==> config.mk <==
export PLATFORM = sky130hd
export DESIGN_NAME = rlc_capture_encoder
export DESIGN_NICKNAME = d
export VERILOG_FILES = /design/src/rtl/rlc_pkg.sv /design/src/rtl/rlc_code_select.sv /design/src/rtl/rlc_run_tracker.sv /design/src/rtl/rlc_bit_packer.sv /design/src/rtl/rlc_capture_encoder.sv
export SDC_FILE = /design/constraint.sdc
export NUM_CORES = 1
export LEC_CHECK = 0
export BUFFER_PORTS_ARGS = -buffer_cell sky130_fd_sc_hd__buf_4
export CELL_PAD_IN_SITES_DETAIL_PLACEMENT = 0
export CELL_PAD_IN_SITES_GLOBAL_PLACEMENT = 1
export CORE_ASPECT_RATIO = 1.1
export CORE_MARGIN = 2
export CORE_UTILIZATION = 47
export DETAILED_ROUTE_END_ITERATION = 10
export PLACE_DENSITY_LB_ADDON = 0.1
export SLEW_MARGIN = 20
export SYNTH_ARGS = -nofsm -noshare
export SYNTH_HDL_FRONTEND = slang
export SYNTH_SLANG_ARGS = --single-unit
==> constraint.sdc <==
create_clock -name clk_i -period 5.5 [get_ports clk_i]
set_clock_uncertainty 0.15 [all_clocks]
set_input_delay 0.275 -clock clk_i [delete_from_list [all_inputs] [get_ports clk_i]]
set_output_delay 0.275 -clock clk_i [all_outputs]
set_load 0.1 [all_outputs]
==> src/rtl/rlc_pkg.sv <==
package rlc_pkg;
   localparam int CODE_W  = 4;   // longest code word
   localparam int MIN_RUN = 7;   // shortest run that can end with a flip
   localparam int MAX_RUN = 12;  // longest single flip word
   localparam int EXT_RUN = 6;   // samples covered by the no-flip word

   typedef struct packed {
      logic [CODE_W-1:0] bits;   // right-aligned code
      logic [2:0]        len;    // valid bits in 'bits'
   } rlc_code_t;
endpackage

==> src/rtl/rlc_code_select.sv <==
module rlc_code_select
   import rlc_pkg::*;
#(
   parameter int CNT_W = 4
) (
   input  logic             ext_i,
   input  logic [CNT_W-1:0] cnt_i,
   output rlc_code_t        code_o
);
   always_comb begin
      code_o = '{bits: 4'b0000, len: 3'd2};
      if (!ext_i) begin
         case (cnt_i)
            CNT_W'(7):  code_o = '{bits: 4'b0001, len: 3'd2};
            CNT_W'(8):  code_o = '{bits: 4'b0100, len: 3'd3};
            CNT_W'(9):  code_o = '{bits: 4'b0101, len: 3'd3};
            CNT_W'(10): code_o = '{bits: 4'b0110, len: 3'd3};
            CNT_W'(11): code_o = '{bits: 4'b1110, len: 3'd4};
            default:    code_o = '{bits: 4'b1111, len: 3'd4};
         endcase
      end
   end
endmodule

==> src/rtl/rlc_run_tracker.sv <==
module rlc_run_tracker
   import rlc_pkg::*;
#(
   parameter int CNT_W = 4
) (
   input  logic             clk_i,
   input  logic             rst_ni,
   input  logic             load_i,
   input  logic             init_i,
   input  logic             run_i,
   input  logic             smp_i,
   output logic             emit_o,
   output logic             ext_o,
   output logic [CNT_W-1:0] cnt_o,
   output logic             err_o
);
   localparam logic [CNT_W-1:0] MinC  = CNT_W'(MIN_RUN);
   localparam logic [CNT_W-1:0] MaxC  = CNT_W'(MAX_RUN);
   localparam logic [CNT_W-1:0] AfterExt = CNT_W'(MAX_RUN + 1 - EXT_RUN);

   logic             lvl_q;
   logic [CNT_W-1:0] cnt_q;
   logic             err_q;
   logic             same;
   logic             at_max;
   logic             long_enough;

   assign same        = (smp_i == lvl_q);
   assign at_max      = (cnt_q == MaxC);
   assign long_enough = (cnt_q >= MinC);

   assign emit_o = run_i & (same ? at_max : long_enough);
   assign ext_o  = same;
   assign cnt_o  = cnt_q;
   assign err_o  = err_q;

   always_ff @(posedge clk_i or negedge rst_ni) begin
      if (!rst_ni) begin
         lvl_q <= 1'b0;
         cnt_q <= '0;
         err_q <= 1'b0;
      end else if (load_i) begin
         lvl_q <= init_i;
         cnt_q <= CNT_W'(1);
         err_q <= 1'b0;
      end else if (run_i) begin
         if (same) begin
            cnt_q <= at_max ? AfterExt : cnt_q + CNT_W'(1);
         end else if (long_enough) begin
            lvl_q <= smp_i;
            cnt_q <= CNT_W'(1);
         end else begin
            cnt_q <= cnt_q + CNT_W'(1);
            err_q <= 1'b1;
         end
      end
   end
endmodule

==> src/rtl/rlc_bit_packer.sv <==
module rlc_bit_packer
   import rlc_pkg::*;
#(
   parameter int WORD_BITS = 32,
   parameter int PAGE_BITS = 2048,
   localparam int ADDR_W   = $clog2(PAGE_BITS / WORD_BITS)
) (
   input  logic                 clk_i,
   input  logic                 rst_ni,
   input  logic                 load_i,
   input  logic                 init_i,
   input  logic                 emit_i,
   input  rlc_code_t            code_i,
   output logic                 busy_o,
   output logic                 wr_en_o,
   output logic [ADDR_W-1:0]    wr_addr_o,
   output logic [WORD_BITS-1:0] wr_data_o,
   output logic                 full_o
);
   localparam int ACC_W  = WORD_BITS + CODE_W;
   localparam int NACC_W = $clog2(ACC_W + 1);
   localparam int USED_W = $clog2(PAGE_BITS + 1);
   localparam logic [USED_W-1:0] FillLimit = USED_W'(PAGE_BITS - CODE_W);

   logic [ACC_W-1:0]  acc_q;
   logic [NACC_W-1:0] nacc_q;
   logic [USED_W-1:0] used_q;
   logic [ADDR_W-1:0] addr_q;
   logic              busy_q;

   logic [ACC_W-1:0]  code_top;
   logic [ACC_W-1:0]  placed;
   logic [2:0]        len_eff;
   logic [ACC_W-1:0]  acc_sum;
   logic [NACC_W-1:0] n_sum;
   logic [USED_W-1:0] used_sum;
   logic              spill;
   logic              last;

   always_comb begin
      code_top = {code_i.bits, {(ACC_W-CODE_W){1'b0}}};
      placed   = (code_top << (CODE_W - int'(code_i.len))) >> nacc_q;
      len_eff  = emit_i ? code_i.len : 3'd0;
      acc_sum  = emit_i ? (acc_q | placed) : acc_q;
      n_sum    = nacc_q + NACC_W'(len_eff);
      used_sum = used_q + USED_W'(len_eff);
      spill    = (n_sum >= NACC_W'(WORD_BITS));
      last     = (used_sum > FillLimit);
   end

   assign busy_o = busy_q;

   always_ff @(posedge clk_i or negedge rst_ni) begin
      if (!rst_ni) begin
         acc_q     <= '0;
         nacc_q    <= '0;
         used_q    <= '0;
         addr_q    <= '0;
         busy_q    <= 1'b0;
         full_o    <= 1'b0;
         wr_en_o   <= 1'b0;
         wr_addr_o <= '0;
         wr_data_o <= '0;
      end else begin
         wr_en_o <= 1'b0;
         if (load_i) begin
            acc_q  <= {init_i, {(ACC_W-1){1'b0}}};
            nacc_q <= NACC_W'(1);
            used_q <= USED_W'(1);
            addr_q <= '0;
            busy_q <= 1'b1;
            full_o <= 1'b0;
         end else if (busy_q) begin
            used_q <= used_sum;
            if (spill) begin
               wr_en_o   <= 1'b1;
               wr_addr_o <= addr_q;
               wr_data_o <= acc_sum[ACC_W-1 -: WORD_BITS];
               addr_q    <= addr_q + ADDR_W'(1);
               acc_q     <= acc_sum << WORD_BITS;
               nacc_q    <= n_sum - NACC_W'(WORD_BITS);
            end else begin
               acc_q  <= acc_sum;
               nacc_q <= n_sum;
            end
            if (last) begin
               busy_q <= 1'b0;
               full_o <= 1'b1;
               if (!spill) begin
                  wr_en_o   <= 1'b1;
                  wr_addr_o <= addr_q;
                  wr_data_o <= acc_sum[ACC_W-1 -: WORD_BITS];
               end
            end
         end
      end
   end
endmodule

==> src/rtl/rlc_capture_encoder.sv <==
module rlc_capture_encoder
   import rlc_pkg::*;
#(
   parameter int WORD_BITS = 32,
   parameter int PAGE_BITS = 2048,
   localparam int ADDR_W   = $clog2(PAGE_BITS / WORD_BITS)
) (
   input  logic                 clk_i,
   input  logic                 rst_ni,
   input  logic                 start_i,
   input  logic                 smp_i,
   output logic                 wr_en_o,
   output logic [ADDR_W-1:0]    wr_addr_o,
   output logic [WORD_BITS-1:0] wr_data_o,
   output logic                 page_full_o,
   output logic                 short_err_o
);
   localparam int CNT_W = $clog2(MAX_RUN + 1);

   if (WORD_BITS < 8) begin : g_bad_word
      $error("WORD_BITS must be at least 8");
   end
   if (PAGE_BITS % WORD_BITS != 0) begin : g_bad_align
      $error("PAGE_BITS must be a multiple of WORD_BITS");
   end
   if (PAGE_BITS < 2 * WORD_BITS) begin : g_bad_page
      $error("PAGE_BITS must hold at least two words");
   end

   logic             busy;
   logic             load;
   logic             emit;
   logic             ext;
   logic [CNT_W-1:0] cnt;
   rlc_code_t        code;

   assign load = start_i & ~busy;

   rlc_run_tracker #(.CNT_W(CNT_W)) u_track (
      .clk_i  (clk_i),
      .rst_ni (rst_ni),
      .load_i (load),
      .init_i (smp_i),
      .run_i  (busy),
      .smp_i  (smp_i),
      .emit_o (emit),
      .ext_o  (ext),
      .cnt_o  (cnt),
      .err_o  (short_err_o)
   );

   rlc_code_select #(.CNT_W(CNT_W)) u_code (
      .ext_i  (ext),
      .cnt_i  (cnt),
      .code_o (code)
   );

   rlc_bit_packer #(.WORD_BITS(WORD_BITS), .PAGE_BITS(PAGE_BITS)) u_pack (
      .clk_i     (clk_i),
      .rst_ni    (rst_ni),
      .load_i    (load),
      .init_i    (smp_i),
      .emit_i    (emit),
      .code_i    (code),
      .busy_o    (busy),
      .wr_en_o   (wr_en_o),
      .wr_addr_o (wr_addr_o),
      .wr_data_o (wr_data_o),
      .full_o    (page_full_o)
   );
endmodule

# == Yosys cells after proc, flatten, opt, wreduce, memory -nomap -nowiden ==
# Cells that the tools add are included.
# op_classes
n_addsub,6
multipliers,0
div,0
n_lt_le_gt_ge,3
n_eq_ne,9
shift,2
n_mux,46
n_bitwise,5
n_reduce_logical,9
# ops
operator,n
$mux W36,4
$mux W32,3
$mux W6,9
$or A36 B36 Y36,1
$shl A36 B32 Y36,1
$shr A36 B6 Y36,1
$pmux W7 S5,1
$mux W12,2
$eq A4 B4 Y1 const B,5
$mux W1,20
$mux W4,5
$add A12 B3 Y12,1
$gt A12 B11 Y1 const B,1
$reduce_bool A2 Y1,4
$mux W7,1
$add A6 B1 Y6 const B,1
$add A6 B3 Y6,1
$ge A6 B6 Y1 const B,1
$reduce_and A2 Y1,3
$reduce_and A3 Y1,2
$sub A6 B6 Y6 const B,1
$add A4 B1 Y4 const B,1
$eq A4 B3 Y1 const B,1
$ge A4 B3 Y1 const B,1
6 further kinds,9
# totals
ff_bits,107
latchBits,0
ram_bits,0
mem_bits_ro,0
in_bits,4
output_inout_bits,41
mem_count,0

# == Depth between registers and ports, before layout ==
# Gate-level depths: netlist of the first run.
# depth
depth_word,11
ltp_mapped,21

# == Modules after synthesis ==
# Synthesis of the first run repeated with hierarchy kept, for this count alone.
# hier_totals
cells_unflattened,575
area_unflattened_um2,5858.1
# by_module_without_submodules
module,n_inst,cells_each,area_per_inst_um2,seq_area_each_um2
rlc_bit_packer,1,519,5360.1,2527.4
rlc_run_tracker,1,43,397.9,150.1
rlc_code_select,1,12,86.3,0.0
rlc_capture_encoder,1,1,13.8,0.0

# == Least setup slack after synthesis of the first run ==
# Ideal clock, no wire load.
# synth_path
path_type,register -> register
start,register u_track.cnt_q[0] (netlist: u_track.cnt_o[0])
end,register u_pack.wr_data_o[22]
arrival_ns,4.003
setup_slack_ns,1.222
path_stages_with_launch,20
path_buffers,4
period_less_slack_ns,4.278
path_cell_list,dfrtp_1 ha_1 buf_6 a21oi_1 o21a_1 nand2b_1 clkbuf_1 nor2_1 ha_1 fa_1 a21oi_1 nor2b_2 and4_1 clkbuf_1 xnor2_1 o31ai_2 nor2_1 inv_2 buf_4 mux2_2
# synth_between
elab_chain_cells,11
elab_cells_between_ends,24
classes_between,add/sub: 3; order compare: 3; eq/ne: 6; shift: 2; mux: 8; bitwise: 2
# synth_lines
element,line,source
from (decl),rlc_run_tracker.sv:22,logic [CNT_W-1:0] cnt_q;
from (signal assigned),rlc_run_tracker.sv:48,cnt_q <= at_max ? AfterExt : cnt_q + CNT_W'(1);
from (signal assigned),rlc_run_tracker.sv:53,cnt_q <= cnt_q + CNT_W'(1);
$eq A4 B4 Y1 / $eq A4 B3 Y1 (equally long branches),rlc_code_select.sv:13,case (cnt_i)
$pmux W7 S5,rlc_code_select.sv:13,
$mux W7,rlc_code_select.sv:12,if (!ext_i) begin
$sub A3 B3 Y4,rlc_bit_packer.sv:42,placed = (code_top << (CODE_W - int'(code_i.len))) >> nacc_q;
$shl A36 B32 Y36,rlc_bit_packer.sv:42,
$shr A36 B6 Y36,rlc_bit_packer.sv:42,
$or A36 B36 Y36,rlc_bit_packer.sv:44,acc_sum = emit_i ? (acc_q | placed) : acc_q;
$mux W36,rlc_bit_packer.sv:44,
$mux W32,rlc_bit_packer.sv:75,if (spill) begin
$mux W32,rlc_bit_packer.sv:89,if (!spill) begin
$mux W32 *,rlc_bit_packer.sv:86,if (last) begin
to (signal assigned),rlc_bit_packer.sv:78,wr_data_o <= acc_sum[ACC_W-1 -: WORD_BITS];
to (signal assigned),rlc_bit_packer.sv:92,wr_data_o <= acc_sum[ACC_W-1 -: WORD_BITS];
to (decl),rlc_bit_packer.sv:17,"output logic [WORD_BITS-1:0] wr_data_o,"
# Every way passes the cells marked *; elsewhere a longest branch is shown, timed or not.
# A chain may end at the register's enable or synchronous reset.

# == Worst setup path after layout of the first run ==
# layout_path
start,register u_track.cnt_q[0] (netlist: u_track.cnt_o[0])
end,register u_pack.wr_data_o[21]
# Same word-level chain as after synthesis.

==> results of run 1 <==
[stage by stage]
step	cells	utilization [%]	total power [uW]	area [um^2]	hold slack, ns
6_report	749	54.56	3413	6213	0.02398
5_1_grt	749	54.56	3612	6213	0.05178
4_1_cts	749	54.56	3433	6213	0.01990
3_5_place_dp	732	51.71	2751	5889	0.2380
3_3_place_gp	732	51.71	2731	5889	0.2473
2_1_floorplan	560	-	2396	5456	-0.1706
[metal layers]
metal | wire length, um | global-route usage (%)
met4 | 172 | 6.494
met3 | 586 | 2.436
met5 | 0 | 0
met2 | 5966 | 34.44
met1 | 6048 | 32.26
[worst max-delay path, cell delays in order (launching register included)]
cell and delay (ns):
dfrtp_1 0.43, inv_1 0.09, ha_1 0.24, or3_1 0.45, and2_1 0.20, o21ai_0 0.31, inv_1 0.15, ha_1 0.30
a21o_1 0.11, a21oi_1 0.13, or4_1 0.61, mux2_2 0.27, o31ai_2 0.08, nor2_1 0.60, inv_2 0.21, buf_12 0.25
mux2i_1 0.19, o31ai_1 0.09
[synthesized netlist by cell type, types with 5 or more instances]
library cell  instances
nand3_1              16
o22ai_1               7
dfrtp_1             107
o31ai_1              15
inv_1                14
nand2b_1              6
a31oi_1              13
nor3_1                6
ha_1                 12
mux2_2               14
a21oi_1              36
nor2_1               63
nand2_1              59
mux2i_1              16
nand4_1               6
and2_1                5
clkbuf_1             16
nor2b_1               6
o21ai_0              49
[area by class of cell]
| cell class | count | area, um^2 | share of cell area [%] |
|---|---|---|---|
| Timing Repair Buffer | 52 | 405.4 | 6.524 |
| Multi-Input combinational cell | 408 | 2569 | 41.34 |
| Inverter | 16 | 60.06 | 0.9666 |
| Sequential cell | 107 | 2678 | 43.09 |
| Clock buffer | 9 | 225.2 | 3.625 |
| Tap cell | 150 | 187.7 | 3.021 |
| Clock inverter | 7 | 88.84 | 1.430 |
[final timing paths]
| kind | cells past startpoint | slack (ns) | end | start |
|---|---|---|---|---|
| worst max register to register | 17 | 0.46 | u_pack.wr_data_o[21]$_DFFE_PN0P_ | u_track.cnt_o[0]$_DFFE_PN0P_ |
| min in group asynchronous | 2 | 0.38 | u_pack.acc_q[13]$_DFFE_PN0P_ | rst_ni |
| worst min register to register | 2 | 0.33 | u_pack.acc_q[26]$_DFFE_PN0P_ | u_pack.acc_q[26]$_DFFE_PN0P_ |
| worst max-delay path | 17 | 0.46 | u_pack.wr_data_o[21]$_DFFE_PN0P_ | u_track.cnt_o[0]$_DFFE_PN0P_ |
| worst min-delay path | 2 | 0.02 | u_pack.full_o$_DFFE_PN0P_ | start_i |
| max in group asynchronous | 3 | 3.71 | u_pack.acc_q[35]$_DFFE_PN0P_ | rst_ni |
[flip-flops by register name (all words and copies together) (netlist names)]
name              cells
u_pack.wr_addr_o      6
u_pack.acc_q         36
u_track.err_o         1
u_pack.busy_o         1
u_pack.wr_data_o     32
u_pack.nacc_q         6
u_pack.wr_en_o        1
u_pack.addr_q         6
u_pack.full_o         1
u_track.lvl_q         1
u_pack.used_q        12
u_track.cnt_o         4
[logic make-up after synthesis]
logic type	count (synthesis)	synth area share, %
adders and majority gates	14	3.485
DFF	107	49.07
buffers and inverters	45	3.852
AOI/OAI and AO/OA	162	18.85
and+or+nand+nor	192	16.67
muxes	32	6.650
xor gates and xnor gates	8	1.422
[where the power goes]
group          total [uW]  switching [uW]  internal (uW)
sequential           1100             160            944
clock                 672             310            362
combinational        1640            1190            445
==> summary.md, run 1 <==
| Metric | Value |
|---|---|
| Run status | finished, final reports clean |
| CTS clock-pin slew for the worst setup and hold paths | around 0.070 ns |
| Slew margin rel. | roughly 30% |
| Average cell area after synthesis | 9.744 um^2 |
| Pre-CTS setup slack | around 0.47 ns |
| Starting Density | 47.91% |
| Post-synth top flop | dfrtp_1 |
| Ys Warns | 0 |
| CP startpoint kind | register |
| Tightest Pin Transition | 1.044 ns |
| Share of cells above drive strength 1 | between 15 and 20% |
| Routability cong. | roughly 0.84 |
| Post-synth EDFFs | 0 |
| PortBufs | 44 |
| Crit end category | register |
| Die Y | 117.0 um |
| FILL cells | 1080 |
| WL/cell | roughly 17 um |
| Core Rows | 41 |
| Nets | between 600 and 700 |
| Peak VDD IR | approximately 0.37 mV |
| Area leader, netlist | dfrtp_1 |
| PwrDens | around 550 nW/um^2 |
| Period Utilization, post-route | approximately 90% |
| Initial antenna violation count | 0 |
| Synth top area share | about half |
| Crit Path Class | reg2reg |
| Clock Latency Late Sink | ~0.35 ns |
| Commonest non-fill, non-tap cells in the layout | dfrtp_1 (107), nor2_1 (63), nand2_1 (59), buf_4 (50), o21ai_0 (49) |
| Worst EP required | roughly 5.6 ns |
| Die span in x | 106.7 um |
| Seq cells post-synth | between 100 and 150 |
| Ys async rst share | between 90% and 100% |
| Clock sinks | between 100 and 150 |
| First-pass GRT wire length | roughly 22 mm |
| Core Area | between 10000 and 15000 um^2 |
| Vias/cell | about 5.7 |
| Register area share after synthesis | approximately 49% |
| Worst setup margin | 0.4579 ns |
| Final HPWL from detailed placement | between 8 and 9 mm |
| I/O pins | 45 |
| H-tree levels | 3 |
| Cell Area, Synth | around 5500 um^2 |
| Root Driver | clkbuf_16 |
| Area growth syn-to-layout | 13.87% |
| RSZ-0062 raised after global routing | false |
| Total die area | between 10000 and 15000 um^2 |
| Mapped Cells | 560 |
| Slew Viols, Final | 0 |
| Sum Neg Setup Slack | 0 ns |
| Total grt overflow | 0 |
| Worst min path class | in2reg |
| Final setup fails | 0 |
| Starting DRC count in detailed routing | between 200 and 300 |
| CTS Buffer Depth | 2 |
| Distinct cells, synth | 69 |
| Minimum clock period | 5.042 ns |
| Most common cell after layout, fill and taps aside | dfrtp_1 |
| DR pass1 iterations | 5 |
| CP arrival | approximately 5.1 ns |
| Final ANT Viol Nets | 0 |
| DRT Wirelength | around 13 mm |
| Fmax | around 200 MHz |
| Leak Pwr | 0.002753 uW |
| Largest net degree at the start of global routing | 60 |
| Final Hold Viols | 0 |
| TritonCTS buffer count | 9 |
| Max cap viols | 0 |
| Vias in the first global route | roughly 4000 |
| Total track usage | a little over a fifth |
| DRC Markers | 0 |
| Hold_buf cts | 1 |
| Setup bufs post-CTS | 0 |
| Post-CTS Resized | 0 |
| Synthesized Nets | between 500 and 600 |
| CTS tree | done |
| Worst Path Max Fanout | between 50 and 60 |
| Antenna Cells | 0 |
| Vias | approximately 4300 |
| Synth area leaders | dfrtp_1 (49%), o21ai_0 (4.5%), nor2_1 (4.3%) |
Note: power is estimated with default switching activity, not from simulation.
==> inputs of run 2 (changes only) <==
- CORE_UTILIZATION: 47 -> 48
- SYNTH_HIERARCHICAL: default -> 1
==> run 2 against run 1 <==
  * Critical endpoint is now u_pack/wr_data_o[9]$_DFFE_PN0P_
  * Hold slack gained 0.059 ns
  * Sequential share of layout area shrank 2.1 points
  * First-iteration DRC count grew 25%
  * Synthesized area grew 7.4%
  * Highest routed layer unchanged
==> summary.md, run 2 <==
| Metric | Value |
|---|---|
| Run status | finished, final reports clean |
| FF-to-FF End | u_pack/wr_data_o[9]$_DFFE_PN0P_ |
| Setup bufs post-CTS | 0 (unchanged) |
| Mapped Cells | 575 (+2.7%) |
| Ys async rst share | 100.0% (unchanged) |
| Biggest regs | u_pack/acc_q: 36 flops, u_pack/wr_data_o: 32 flops, u_pack/used_q: 12 flops |
| Worst Path Max Fanout | 39 (-26%) |
| Post-synth top flop | dfrtp_1 |
| Slew Viols, Final | 0 (unchanged) |
| Core Area | 11980 um^2 (+5.2%) |
| Crit end category | register |
| PortBufs | 44 (unchanged) |
| Synth top area share | 45.71% (-3.4 points) |
| Cell Area, Synth | 5858 um^2 (+7.4%) |
| WL/cell | 18.65 um (+9.4%) |
| R2R depth | 15 (-2) |
| GR peak layer | met2 |
| Routability cong. | 0.8940 (+5.8%) |
| Post-synth EDFFs | 0 (unchanged) |
| Clock Latency Late Sink | 0.35 ns (about the same) |
| Crit Path Class | reg2reg |
| Final setup fails | 0 (unchanged) |
| Most common cell in the synthesized netlist | dfrtp_1 |
| Vias | 4587 (+6.9%) |
| Core Rows | 42 (+2.4%) |
| Minimum clock period | 4.507 ns (-0.5348 ns) |
| Sum Neg Setup Slack | 0 ns (unchanged) |
| Total track usage | 23.04% (+1.1 points) |
| Final HPWL from detailed placement | 9.535 mm (+6.8%) |
| Root Driver | clkbuf_16 |
| Post-DP Area | 6257 um^2 (+6.2%) |
| Simple-Gate Fraction of Synth Area | 13.93% (-2.7 points) |
| Starting DRC count in detailed routing | 355 (+25%) |
| PwrDens | 545.1 nW/um^2 (-0.76%) |
| DR pass1 iterations | 5 (unchanged) |
| Leak Pwr | 0.003163 uW (+15%) |
| Largest register by flop count | u_pack/acc_q |
| Max cap viols | 0 (unchanged) |
| Commonest non-fill, non-tap cells in the layout | dfrtp_1 (107), nor2_1 (57), buf_4 (50), a21oi_1 (47), inv_1 (32) |
| Routing usage on met3 | 2.662% (+0.23 points) |
| Final ANT Viol Nets | 0 (unchanged) |
| Most common cell after layout, fill and taps aside | dfrtp_1 |
| Vias in the first global route | 4502 (+9.7%) |
| Average cell area after synthesis | 10.19 um^2 (+4.6%) |
| CTS Buffer Depth | 2 (unchanged) |
| CP startpoint kind | register |
| Synth area leaders | dfrtp_1 (46%), mux2_4 (5.6%), a21oi_1 (4.0%) |
| DRT Wirelength | 14.19 mm (+11%) |
| DRC Markers | 0 (unchanged) |
| Synthesized Nets | 591 (+2.2%) |
| First-pass GRT wire length | 23.61 mm (+9.4%) |
| Hold-critical path depth | 3 (+1) |
| Ys Warns | 6 (+6) |
| Met1 Use GR | 31.50% (-0.75 points) |
| Die span in x | 109.3 um (+2.4%) |
| Area leader, netlist | dfrtp_1 |
| Period Utilization, post-route | 81.95% (-9.7 points) |
| I/O pins | 45 (unchanged) |
| Multiplexer share of the synthesized area | 9.504% (+2.9 points) |
| Complex-gate fraction of the synthesized area | 19.86% (+1.0 points) |
| Worst EP required | 5.58 ns (+0.03 ns) |
| Total grt overflow | 0 (unchanged) |
| Distinct cells, synth | 79 (+14%) |
| Initial antenna violation count | 0 (unchanged) |
| Slew margin rel. | 40.56% (+10 points) |
| Vias/cell | 6.028 (+5.2%) |
| Most frequent cells after synthesis | dfrtp_1 (107), nor2_1 (57), a21oi_1 (47), inv_1 (32), nand2_1 (30) |
| Largest net degree at the start of global routing | 64 (+6.7%) |
| Worst min path class | in2reg |
| H-tree levels | 3 (unchanged) |
| Worst setup margin | 0.9927 ns (+0.5348 ns) |
| Synth Area in Adders | 2.819% (-0.67 points) |
| TritonCTS buffer count | 9 (unchanged) |
| Pre-CTS setup slack | 1.069 ns (+0.5952 ns) |
| Share of cells above drive strength 1 | 17.79% (+1.6 points) |
| CP arrival | 4.59 ns (-0.51 ns) |
| Starting Density | 48.89% (+0.98 points) |
| Hold Path Sink | u_track/lvl_q$_DFFE_PN0P_ |
| Register area share after synthesis | 45.71% (-3.4 points) |
| M2 GR Usage | 38.00% (+3.6 points) |
| Xor and xnor area share after synthesis | 2.969% (+1.5 points) |
| CTS clock-pin slew for the worst setup and hold paths | 0.07 ns (about the same) |
| R2r setup slk | 0.99 ns (+0.53 ns) |
| Max reg flops | 36 (unchanged) |
| Area growth syn-to-layout | 11.58% |
| Seq cells post-synth | 107 (unchanged) |
| Hold Path Origin | smp_i |
| Peak VDD IR | 0.3125 mV (-15%) |
| R2r startpoint | u_track/cnt_o[0]$_DFFE_PN0P_ |
| Clock sinks | 107 (unchanged) |
| Tightest Pin Transition | 0.8883 ns (-0.1561 ns) |
| Die Y | 119.9 um (+2.4%) |
| Total die area | 13100 um^2 (+4.9%) |
| Nets | 619 (+1.1%) |
| Final Hold Viols | 0 (unchanged) |
| CTS tree | done |
| Hold_ws | 0.08319 ns (+0.05921 ns) |
| Post-route cell area | 6536 um^2 (+5.2%) |
| Largest family of logic cells by synthesized area | compound AO/OA/AOI/OAI gates |
| Fmax | 221.9 MHz (+12%) |
| Antenna Cells | 0 (unchanged) |
| RSZ-0062 raised after global routing | false |
[run 2: changes by cell type in the layout (fill, tap and decap cells not counted), sizes merged, moves of 9 or more]
cell    change
nand2      -30
o21ai      -25
inv        +18
a221o      +16
o31ai      -16
mux2       +13
o211ai     +10
a21oi       +9
[run 2: worst max-delay path by stage]
stage	start	end	cells after the start
after floorplan	u_track/cnt_o[0]$_DFFE_PN0P_	u_pack/wr_data_o[17]$_DFFE_PN0P_	15
after global placement	u_track/cnt_o[0]$_DFFE_PN0P_	u_pack/wr_data_o[9]$_DFFE_PN0P_	15
after detailed placement	u_track/cnt_o[0]$_DFFE_PN0P_	u_pack/wr_data_o[9]$_DFFE_PN0P_	15
after CTS	u_track/cnt_o[0]$_DFFE_PN0P_	u_pack/wr_data_o[9]$_DFFE_PN0P_	15
after global routing	u_track/cnt_o[0]$_DFFE_PN0P_	u_pack/wr_data_o[9]$_DFFE_PN0P_	15
final	u_track/cnt_o[0]$_DFFE_PN0P_	u_pack/wr_data_o[9]$_DFFE_PN0P_	15
[run 2: kinds of logic (layout without fill, tap and decap cells)]
logic type,count (synthesis),count (layout)
mux,44,44
buf+inv,67,99
flops,107,107
simple gates,162,162
fa+ha+maj,12,12
compound gates,164,164
xor+xnor,19,19
[run 2: power breakdown]
part / leakage [uW] / switching, uW / internal [uW] / total [uW]
Combinational: 0.00166 / 1200 / 545 / 1750
Sequential: 0.00137 / 212 / 1000 / 1210
Clock: 0.000133 / 284 / 319 / 604
Total: 0.00316 / 1700 / 1860 / 3560
[run 2: layer usage]
layer  vias up  share of wire, %
met1      2306                44
met3        13               4.1
met5         -                 0
met4         0               1.4
met2       118                51
li1       2150                 -
[run 2: cell type report]
type | instances | area, um^2
fill | 1095 | 5445
timing repair buffer | 51 | 385.4
inverter | 33 | 123.9
tap | 154 | 192.7
clock inverter | 3 | 22.52
clock buffer | 12 | 246.5
sequential | 107 | 2678
multi-input combinational | 401 | 2888
[run 2: critical path, cell delays in order (launching register included)]
cell and delay, ns:
dfrtp_1 0.44, inv_1 0.09, ha_1 0.24, and2_1 0.18, o21ai_0 0.20, a21oi_1 0.22
and2_1 0.24, ha_1 0.22, fa_1 0.43, a21oi_1 0.28, o2111ai_1 0.18, o311a_1 0.15
o41ai_2 0.52, a21oi_4 0.08, buf_4 0.34, mux2_1 0.40
[run 2: timing repair]
action | 4_1_cts | 5_1_grt
hold endpoints to repair | 44 | 0
gates resized for setup | 0 | 0
setup endpoints to repair | 0 | 0
hold buffers | 1 | 0
[run 2: through the flow]
step           total power (uW)  cells  util [%]
6_report                   3563    761     54.55
5_1_grt                    3800    761     54.55
3_3_place_gp               2928    745     52.18
2_1_floorplan              2574    575         -
3_5_place_dp               2962    745     52.22
4_1_cts                    3578    761     54.55
